===== config.mk =====
export PLATFORM = sky130hd
export DESIGN_NAME = lt_seq
export DESIGN_NICKNAME = d
export VERILOG_FILES = /design/src/rtl/lt_pkg.sv /design/src/rtl/lt_timer.sv /design/src/rtl/lt_lane_decode.sv /design/src/rtl/lt_seq.sv
export SDC_FILE = /design/constraint.sdc
export NUM_CORES = 1
export LEC_CHECK = 0
export BUFFER_PORTS_ARGS = -buffer_cell sky130_fd_sc_hd__buf_2
export CAP_MARGIN = 10
export CORE_UTILIZATION = 53
export DETAILED_ROUTE_END_ITERATION = 10
export GPL_TIMING_DRIVEN = 0
export PLACE_DENSITY_LB_ADDON = 0.08
export SLEW_MARGIN = 0
export SYNTH_ARGS = -nofsm -noshare
export SYNTH_HDL_FRONTEND = slang
export SYNTH_SLANG_ARGS = --single-unit

===== constraint.sdc =====
create_clock -name clk -period 3.7 [get_ports clk]
set_input_delay 0.74 -clock clk [delete_from_list [all_inputs] [get_ports clk]]
set_output_delay 0.74 -clock clk [all_outputs]
set_load 0.02 [all_outputs]

===== src/rtl/lt_pkg.sv =====
// Shared constants and state encoding for the link training sequencer.
// Assumes sink register addresses fit in 20 bits and status reads are 6 bytes.
package lt_pkg;
    localparam int AUX_AW     = 20;
    localparam int STAT_BYTES = 6;
    localparam int STAT_W     = 8 * STAT_BYTES;

    localparam logic [AUX_AW-1:0] REG_PATTERN = 20'h00102;
    localparam logic [AUX_AW-1:0] REG_LANESET = 20'h00103;
    localparam logic [AUX_AW-1:0] REG_STATUS  = 20'h00202;

    localparam logic [1:0] PAT_OFF = 2'd0;
    localparam logic [1:0] PAT_CR  = 2'd1;
    localparam logic [1:0] PAT_EQ  = 2'd2;

    typedef enum logic [3:0] {
        S_IDLE, S_CR_PRD, S_CR_PWR, S_CR_SET, S_CR_WAIT, S_CR_STAT, S_CR_EVAL,
        S_EQ_PRD, S_EQ_PWR, S_EQ_WAIT, S_EQ_STAT, S_EQ_EVAL, S_EQ_SET,
        S_FN_PRD, S_FN_PWR, S_DONE
    } seq_state_t;
endpackage


===== src/rtl/lt_timer.sv =====
// One-shot interval timer. A load arms it with a cycle count; fire_o is
// high for one cycle once that many cycles have elapsed. Assumes count_i >= 1.
module lt_timer #(
    parameter int CW = 16
) (
    input  logic          clk,
    input  logic          rst_n,
    input  logic          load_i,
    input  logic [CW-1:0] count_i,
    output logic          fire_o
);
    logic [CW-1:0] cnt_q;
    logic          run_q;

    assign fire_o = run_q && (cnt_q == '0);

    // Count down from the loaded value and stop at zero.
    always_ff @(posedge clk) begin
        if (!rst_n) begin
            cnt_q <= '0;
            run_q <= 1'b0;
        end else if (load_i) begin
            cnt_q <= count_i - 1'b1;
            run_q <= 1'b1;
        end else if (run_q) begin
            if (cnt_q == '0) run_q <= 1'b0;
            else             cnt_q <= cnt_q - 1'b1;
        end
    end
endmodule


===== src/rtl/lt_lane_decode.sv =====
// Per-lane status and drive-request decoder. Lane n reads its status nibble
// from byte n/2 and its request nibble from byte 4+n/2 (low nibble = even lane).
// Assumes LANES <= 4 so both nibble groups fit in two bytes.
module lt_lane_decode #(
    parameter int LANES = 4
) (
    input  logic [lt_pkg::STAT_W-1:0] stat_i,
    input  logic [LANES-1:0]          active_i,
    input  logic [LANES-1:0]          maxsw_i,
    output logic [8*LANES-1:0]        set_o,
    output logic                      cr_all_o,
    output logic                      eq_all_o,
    output logic                      abort_o
);
    logic [LANES-1:0] cr_l;
    logic [LANES-1:0] eq_l;

    for (genvar i = 0; i < LANES; i++) begin : g_lane
        localparam int SB = (i / 2) * 8 + (i % 2) * 4;
        localparam int RB = 32 + SB;
        logic [2:0] st;
        logic [1:0] swing;
        logic [1:0] pre;
        assign st    = stat_i[SB +: 3];
        assign swing = stat_i[RB +: 2];
        assign pre   = stat_i[RB + 2 +: 2];
        assign cr_l[i] = st[0];
        assign eq_l[i] = &st;
        assign set_o[8*i +: 8] = active_i[i] ?
            {2'b00, pre == 2'd3, pre, swing == 2'd3, swing} : 8'h00;
    end

    assign cr_all_o = &(cr_l | ~active_i);
    assign eq_all_o = &(eq_l | ~active_i);

    // Abort when the first active lane lacking CR-done already sits at max swing.
    always_comb begin
        logic found;
        found   = 1'b0;
        abort_o = 1'b0;
        for (int i = 0; i < LANES; i++) begin
            if (!found && active_i[i] && !cr_l[i]) begin
                found   = 1'b1;
                abort_o = maxsw_i[i];
            end
        end
    end
endmodule


===== src/rtl/lt_seq.sv =====
// Link training sequencer top: clock recovery, then equalization, then pattern
// off, all through a request/acknowledge auxiliary port. Assumes the responder
// acknowledges each request with a single-cycle ack and MAX_LANES <= 4.
module lt_seq #(
    parameter int CLK_HZ         = 125_000_000,
    parameter int MAX_LANES      = 4,
    parameter int CR_WAIT_US     = 100,
    parameter int EQ_WAIT_US     = 400,
    parameter int CR_TRY_LIMIT   = 5,
    parameter int EQ_RETRY_LIMIT = 5
) (
    input  logic                          clk,
    input  logic                          rst_n,
    input  logic                          start_i,
    input  logic [2:0]                    lanes_i,
    output logic                          aux_req_o,
    output logic                          aux_wr_o,
    output logic [lt_pkg::AUX_AW-1:0]     aux_addr_o,
    output logic [2:0]                    aux_len_o,
    output logic [8*MAX_LANES-1:0]        aux_wdata_o,
    input  logic                          aux_ack_i,
    input  logic                          aux_err_i,
    input  logic [lt_pkg::STAT_W-1:0]     aux_rdata_i,
    output logic [2*MAX_LANES-1:0]        swing_o,
    output logic [2*MAX_LANES-1:0]        preemph_o,
    output logic                          busy_o,
    output logic                          done_o,
    output logic                          pass_o
);
    import lt_pkg::*;

    localparam int CR_CYC = (CLK_HZ / 1_000_000) * CR_WAIT_US;
    localparam int EQ_CYC = (CLK_HZ / 1_000_000) * EQ_WAIT_US;
    localparam int CW     = $clog2((CR_CYC > EQ_CYC ? CR_CYC : EQ_CYC) + 1);
    localparam int TW     = $clog2(CR_TRY_LIMIT + EQ_RETRY_LIMIT + 2);

    seq_state_t             state_q;
    logic [MAX_LANES-1:0]   active_q;
    logic [STAT_W-1:0]      stat_q;
    logic [8*MAX_LANES-1:0] conf_q;
    logic [7:0]             pat_q;
    logic [TW-1:0]          tries_q;
    logic [1:0]             volt_q;
    logic                   loop_q;
    logic                   pass_q;

    logic [MAX_LANES-1:0]   active_in, maxsw;
    logic [8*MAX_LANES-1:0] set_next;
    logic                   cr_all, eq_all, abort;
    logic                   ack_ok, ack_bad, tmr_load, tmr_fire;
    logic [CW-1:0]          tmr_count;
    logic [TW-1:0]          cr_base, cr_inc, eq_inc;

    // Active-lane mask from the requested lane count.
    always_comb begin
        for (int i = 0; i < MAX_LANES; i++) active_in[i] = (i < int'(lanes_i));
    end

    for (genvar i = 0; i < MAX_LANES; i++) begin : g_drive
        assign maxsw[i]            = conf_q[8*i + 2];
        assign swing_o[2*i +: 2]   = conf_q[8*i +: 2];
        assign preemph_o[2*i +: 2] = conf_q[8*i + 3 +: 2];
    end

    lt_lane_decode #(.LANES(MAX_LANES)) u_dec (
        .stat_i   (stat_q),
        .active_i (active_q),
        .maxsw_i  (maxsw),
        .set_o    (set_next),
        .cr_all_o (cr_all),
        .eq_all_o (eq_all),
        .abort_o  (abort)
    );

    assign ack_ok    = aux_req_o && aux_ack_i && !aux_err_i;
    assign ack_bad   = aux_req_o && aux_ack_i && aux_err_i;
    assign tmr_load  = ack_ok && ((state_q == S_CR_SET) || (state_q == S_EQ_PWR) ||
                                  ((state_q == S_EQ_SET) && loop_q));
    assign tmr_count = (state_q == S_CR_SET) ? CW'(CR_CYC) : CW'(EQ_CYC);

    lt_timer #(.CW(CW)) u_tmr (
        .clk     (clk),
        .rst_n   (rst_n),
        .load_i  (tmr_load),
        .count_i (tmr_count),
        .fire_o  (tmr_fire)
    );

    assign cr_base = (conf_q[1:0] != volt_q) ? '0 : tries_q;
    assign cr_inc  = cr_base + 1'b1;
    assign eq_inc  = tries_q + 1'b1;

    assign busy_o = (state_q != S_IDLE);
    assign done_o = (state_q == S_DONE);
    assign pass_o = pass_q;

    // Auxiliary request fields decoded from the current state.
    always_comb begin
        aux_req_o   = 1'b1;
        aux_wr_o    = 1'b0;
        aux_addr_o  = REG_PATTERN;
        aux_len_o   = 3'd1;
        aux_wdata_o = '0;
        case (state_q)
            S_CR_PRD, S_EQ_PRD, S_FN_PRD: ;
            S_CR_PWR: begin aux_wr_o = 1'b1; aux_wdata_o[7:0] = {pat_q[7:2], PAT_CR};  end
            S_EQ_PWR: begin aux_wr_o = 1'b1; aux_wdata_o[7:0] = {pat_q[7:2], PAT_EQ};  end
            S_FN_PWR: begin aux_wr_o = 1'b1; aux_wdata_o[7:0] = {pat_q[7:2], PAT_OFF}; end
            S_CR_SET, S_EQ_SET: begin
                aux_wr_o    = 1'b1;
                aux_addr_o  = REG_LANESET;
                aux_len_o   = 3'(MAX_LANES);
                aux_wdata_o = conf_q;
            end
            S_CR_STAT, S_EQ_STAT: begin
                aux_addr_o = REG_STATUS;
                aux_len_o  = 3'(STAT_BYTES);
            end
            default: aux_req_o = 1'b0;
        endcase
    end

    // Training sequence: phase control, retry bookkeeping and result capture.
    always_ff @(posedge clk) begin
        if (!rst_n) begin
            state_q  <= S_IDLE;
            active_q <= '0;
            stat_q   <= '0;
            conf_q   <= '0;
            pat_q    <= '0;
            tries_q  <= '0;
            volt_q   <= '0;
            loop_q   <= 1'b0;
            pass_q   <= 1'b0;
        end else if (ack_bad) begin
            state_q <= S_DONE;
            pass_q  <= 1'b0;
        end else begin
            case (state_q)
                S_IDLE: if (start_i) begin
                    active_q <= active_in;
                    stat_q   <= '0;
                    conf_q   <= '0;
                    tries_q  <= '0;
                    volt_q   <= '0;
                    pass_q   <= 1'b0;
                    state_q  <= S_CR_PRD;
                end
                S_CR_PRD: if (ack_ok) begin pat_q <= aux_rdata_i[7:0]; state_q <= S_CR_PWR; end
                S_CR_PWR: if (ack_ok) begin conf_q <= set_next; state_q <= S_CR_SET; end
                S_CR_SET: if (ack_ok) state_q <= S_CR_WAIT;
                S_CR_WAIT: if (tmr_fire) state_q <= S_CR_STAT;
                S_CR_STAT: if (ack_ok) begin stat_q <= aux_rdata_i; state_q <= S_CR_EVAL; end
                S_CR_EVAL: begin
                    volt_q <= conf_q[1:0];
                    if (cr_all) begin
                        tries_q <= '0;
                        state_q <= S_EQ_PRD;
                    end else if (abort || (int'(cr_inc) >= CR_TRY_LIMIT)) begin
                        state_q <= S_FN_PRD;
                    end else begin
                        tries_q <= cr_inc;
                        conf_q  <= set_next;
                        state_q <= S_CR_SET;
                    end
                end
                S_EQ_PRD: if (ack_ok) begin pat_q <= aux_rdata_i[7:0]; state_q <= S_EQ_PWR; end
                S_EQ_PWR: if (ack_ok) state_q <= S_EQ_WAIT;
                S_EQ_WAIT: if (tmr_fire) state_q <= S_EQ_STAT;
                S_EQ_STAT: if (ack_ok) begin stat_q <= aux_rdata_i; state_q <= S_EQ_EVAL; end
                S_EQ_EVAL: begin
                    pass_q  <= stat_q[16] && eq_all;
                    loop_q  <= !(stat_q[16] && eq_all) && cr_all &&
                               (int'(eq_inc) <= EQ_RETRY_LIMIT);
                    tries_q <= eq_inc;
                    conf_q  <= set_next;
                    state_q <= S_EQ_SET;
                end
                S_EQ_SET: if (ack_ok) state_q <= loop_q ? S_EQ_WAIT : S_FN_PRD;
                S_FN_PRD: if (ack_ok) begin pat_q <= aux_rdata_i[7:0]; state_q <= S_FN_PWR; end
                S_FN_PWR: if (ack_ok) state_q <= S_DONE;
                default:  state_q <= S_IDLE;
            endcase
        end
    end
endmodule


======== Yosys cells after proc, flatten, opt, wreduce, memory -nomap -nowiden ========
Index checks and enable logic that the tools add are counted.
Widths: inputs -> output; s select.
word-level totals
  word-level logic and storage cells ...... 188
  register bits ........................... 121
  output and inout bits ................... 76
operators by class
  add/subtract/negate cells ............... 4
  mux-type cells .......................... 59
  bitwise logic cells ..................... 5
  eq/ne operators ......................... 44
  order comparisons ....................... 6
  reduce and logical (&&, ||, !) cells .... 59
operator list
  cell                   number
  $mux 32                4
  $pmux 32 s4            1
  $mux 48                2
  $pmux 48 s2            1
  $mux 4                 20
  $mux 16                4
  $pmux 4 s15            1
  $ne 3x3->1 const B     14
  $eq 4x4->1 const B     8
  $pmux 8 s4             1
  $sub 16x1->16 const B  2
  $mux 24                1
  $mux 6                 4
  $reduce_and 3->1       7
  $pmux 10 s2            1
  $eq 2x2->1 const B     8
  $eq 4x3->1 const B     4
  $logic_and 1x1->1      16
  $logic_not 16->1       1
  $reduce_and 4->1       4
  $mux 1                 13
  $reduce_and 13->1      1
  $pmux 4 s3             1
  $ne 2x2->1 const B     5
  other kinds (29)       53

======== Logic depth before layout (Yosys ltp) ========
  depth in word-level cells ............... 20
  depth in mapped cells ................... 14
  depth with buffers taken out ............ 11

======== Modules after synthesis ========
From an unflattened synthesis, not the netlist that was laid out.
second synthesis, totals
  cells, all modules ...................... 860
  area total of the unflattened synthesis .. 6,966.7 um^2
by module, submodules not included
  module          cells each  sequential area each (um^2)  area each (um^2)  instances
  lt_seq          633         2,042.0                      5,202.5           1
  lt_timer        176         340.3                        1,422.6           1
  lt_lane_decode  51          0.0                          341.6             1

======== Worst setup path before layout ========
OpenSTA, ideal clock, no wires.
  path type ............................... register to register
  start point ............................. register state_q[3]
  end point ............................... register u_tmr.cnt_q[12]
  arrival ................................. 2.617 ns
  library setup time ...................... 0.124 ns
  data required time ...................... 3.576 ns
  setup slack ............................. 0.959 ns
  stages on the path, launching flop included .. 14
  path through ............................ dfxtp_1 buf_4 or3b_1 a21oi_1 o21ai_1 buf_2 buf_2 nand2_1 ha_1 inv_1 or3b_1 nor4_2 xnor2_1 a21oi_1
on the way
  word-level cells in the longest chain between the ends .. 8
  elaborated cells on any way between the ends .. 24
RTL lines
  item                                                   line            RTL
  start, declared                                        lt_seq.sv:37    seq_state_t state_q;
  start signal, assigned                                 lt_seq.sv:179   S_EQ_SET: if (ack_ok) state_q <= loop_q ? S_EQ_WAIT : S_FN_PRD;
  branches (longest 8 deep; another with $sub 16x1->16)  n/a
  end signal, assigned                                   lt_timer.sv:23  cnt_q <= count_i - 1'b1;
  end signal, assigned                                   lt_timer.sv:27  else cnt_q <= cnt_q - 1'b1;
  end, declared                                          lt_timer.sv:12  logic [CW-1:0] cnt_q;
Parallel ways; which one is timed is not known.
A chain may end at the register's enable or synchronous reset.

======== Worst setup path after layout ========
  start point ............................. register state_q[1]
  end point ............................... output port aux_wdata_o[5]
on the way
  word-level cells in the longest chain between the ends .. 3
  elaborated cells on any way between the ends .. 7
RTL lines
  item                                             line           RTL
  $eq 4x2->1 / $eq 4x4->1 (equally long branches)  lt_seq.sv:104  case (state_q)
  $reduce_or 2->1                                  n/a
  $pmux 8 s4 *                                     lt_seq.sv:104
  end, declared                                    lt_seq.sv:20   output logic [8*MAX_LANES-1:0] aux_wdata_o,
Mark *: on every way between the ends. The rest lies on a longest branch, timed or not.

==> key figures <==
Global routing
  – Grt ovf: 0
  – First-pass GRT wire length: slightly above 20 mm
  – Antenna violations before repair: 0
  – Largest net degree at the start of global routing: 19
  – Number of global-route vias before repair: 4099
  – Total Routing Usage GR: a little over a quarter

Yosys
  – Most instantiated cells after synthesis: dfxtp_1, nand2_1, a21oi_1
  – Ys async rst share: 0%
  – Synth area leader: dfxtp_1
  – Synth warnings: 0
  – Post-synth EDFFs: 0
  – Area share of the largest cell type after synthesis: 37.4%
  – Syn Area/Cell: 8.47 um^2
  – FF+latch count, synth: 92
  – Sequential area share after synthesis: a little under two fifths
  – Most used DFF post-synth: dfxtp_1
  – Synth area leaders: dfxtp_1, buf_4, a21oi_1
  – Mapped Cells: 581
  – Library cells used by synthesis: 70
  – Post-Syn Area: approximately 4900 um^2
  – Count leader, synth: dfxtp_1

Routing
  – DR pass1 iterations: 10
  – Final WL: 12.7 mm
  – # DRC: 4
  – Initial DRC count: between 200 and 300
  – Final ANT Viol Nets: 0
  – DR vias: 4563
  – Vias per inst: about 5.6
  – Wire length per cell: 15.5 um

Setup path
  – Critical path's slowest cell: clkbuf_1
  – CP Launch Type: register
  – Cell mode on critical path: clkbuf_1
  – Crit-path cells: buf_4 -> clkbuf_1 -> nor4_1 -> nor2_1 -> inv_1 -> clkbuf_1 -> a22o_1 -> buf_2
  – Worst EP arrival: 2.70 ns
  – Setup CP Type: reg -> out
  – WP data required: about 3.0 ns
  – Slowest stage delay, CP: 0.41 ns
  – CP Capture Type: output port
  – CP max FO: 10
  – WP buf/inv: 5
  – Crit path max-delay family: buffers and inverters

CTS
  – CTS tree: done
  – # clock sinks: 92
  – Latest clock arrival within the worst-skew pair: 0.37 ns
  – H-tree depth: 3
  – Max clock buf depth: 2
  – Clk slew on worst S/H paths: 0.10 ns
  – Root Buffer: clkbuf_8
  – Hold buffer count at CTS: 0
  – Post_cts resized: 0
  – Post-CTS setup buffer count: 0
  – Clock buffer count from CTS: 9

Layout
  – Diodes inserted: 0
  – Area Overhead vs Synth: 17.4%
  – Layout Nets: 764
  – Fillers: between 700 and 800
  – Layout cell share with drive strength beyond 1: 27.4%

Timing
  – Final setup fails: 0
  – Hold_ws: ~0.47 ns
  – Post-route setup TNS: 0 ns
  – Slew margin rel.: 35.3%
  – Final hold violations: 0
  – Final max-slew violation count: 0
  – Clock Skew: 0.0140 ns
  – Minimum clock period: 3.44 ns
  – Slew @ Worst Pin: 0.964 ns
  – Final worst path period share: between 90 and 100%
  – RSZ-0062 raised after global routing: no
  – Max Freq: 290 MHz

Floorplan
  – Die width: 98.4 um
  – Initial cell density of the core: 55.6%
  – Ports: 132
  – Rows: 34
  – Die Span Y: 98.4 um
  – Die area: between 9000 and 10000 um^2
  – Area of the core: 8850 um^2

Place
  – Final HPWL DP: 9.66 mm
  – Placer Congestion: around 0.88
  – Port bufs: 90

Power
  – LEAKAGE: 2.48 nW
  – Power Dens Cells: 519 nW/um^2
  – Peak VDD IR: 0.000236 V

Outcome
  – Outcome: complete, but fails checks
  – Violated checks: DRC

Job
  – Max Cap Viol: 0

Worst hold path
  – Hold Crit Class: reg -> reg
layer usage:
| layer | share of wire [%] | up-vias | GRT usage (%) |
|---|---|---|---|
| li1 | - | 2245 | - |
| met1 | 46 | 2131 | 37.2 |
| met2 | 47 | 175 | 44.1 |
| met3 | 6.3 | 12 | 3.65 |
| met4 | 0.71 | 0 | 5.86 |
| met5 | 0 | - | 0 |
worst reg2reg max path, stage by stage (launching register included):
cell and delay (ns):
dfxtp_1 0.46, buf_4 0.21, or3b_1 0.37, a21oi_1 0.17
o21ai_1 0.13, buf_2 0.21, buf_2 0.20, nand2_1 0.09
ha_1 0.18, inv_1 0.11, or3b_1 0.46, nor4_2 0.19
xnor2_1 0.15, a21oi_1 0.08
power breakdown:
| part | total (W) | switching, W | internal, W |
|---|---|---|---|
| sequential | 0.00114 | 0.0000782 | 0.00107 |
| clock | 0.000655 | 0.000395 | 0.000261 |
| combinational | 0.00120 | 0.000777 | 0.000418 |
| total | 0.00300 | 0.00125 | 0.00175 |
worst paths after layout:
path	start	to	slack, ns	cells after the start
setup / recovery	state_q[1]	aux_wdata_o[5]	0.26	8
hold / removal	conf_q[21]	conf_q[21]	0.47	1
setup reg to reg	state_q[3]	u_tmr.cnt_q[12]	0.57	13
hold reg to reg	conf_q[21]	conf_q[21]	0.47	1
cells in the final DEF, fill, tap and decap left out, types with 13 or more instances in the layout:
cell	n
clkbuf_1	13
buf_2	100
conb_1	23
nand2_1	67
nor2_1	38
dfxtp_1	92
and2_1	22
nand3_1	44
a21oi_1	58
a22o_1	20
buf_4	46
per-stage QoR:
step | instances | power, W | utilization [%] | setup WS [ns] | instance area (um^2)
floorplan | 602 | 0.00203 | - | 0.959 | 5000
finish | 816 | 0.00300 | 65.3 | 0.256 | 5780
global route | 816 | 0.00318 | 65.3 | 0.102 | 5780
CTS | 816 | 0.00299 | 65.3 | 0.260 | 5780
global placement | 800 | 0.00233 | 63.1 | 0.602 | 5590
detailed placement | 800 | 0.00235 | 63.1 | 0.597 | 5590
area by class of cell:
class	count	area [um^2]	share of cell area, %
Buffer	71	474	8.21
Inverter	14	52.6	0.910
Clock buffer	9	124	2.14
Tap cell	108	135	2.34
Timing Repair Buffer	90	450	7.80
Sequential cell	92	1840	31.9
Multi-Input combinational cell	425	2630	45.5
Clock inverter	7	67.6	1.17
cell families after synthesis:
family	Yosys count	synth area share, %
compound gates	134	19.6
xor+xnor	17	3.03
fa+ha+maj	5	1.27
buf+inv	85	10.7
flops	92	37.4
mux	12	2.47
other cells	2	0.153
simple gates	234	25.3
sequential cells by signal, indices dropped and copies added (netlist names):
| signal | count |
|---|---|
| u_tmr.cnt_q | 16 |
| pat_q | 6 |
| volt_q | 2 |
| conf_q | 24 |
| pass_o | 1 |
| u_tmr.run_q | 1 |
| stat_q | 29 |
| active_q | 4 |
| tries_q | 4 |
| loop_q | 1 |
| state_q | 4 |
No activity file was read; power rests on OpenSTA's default activity.
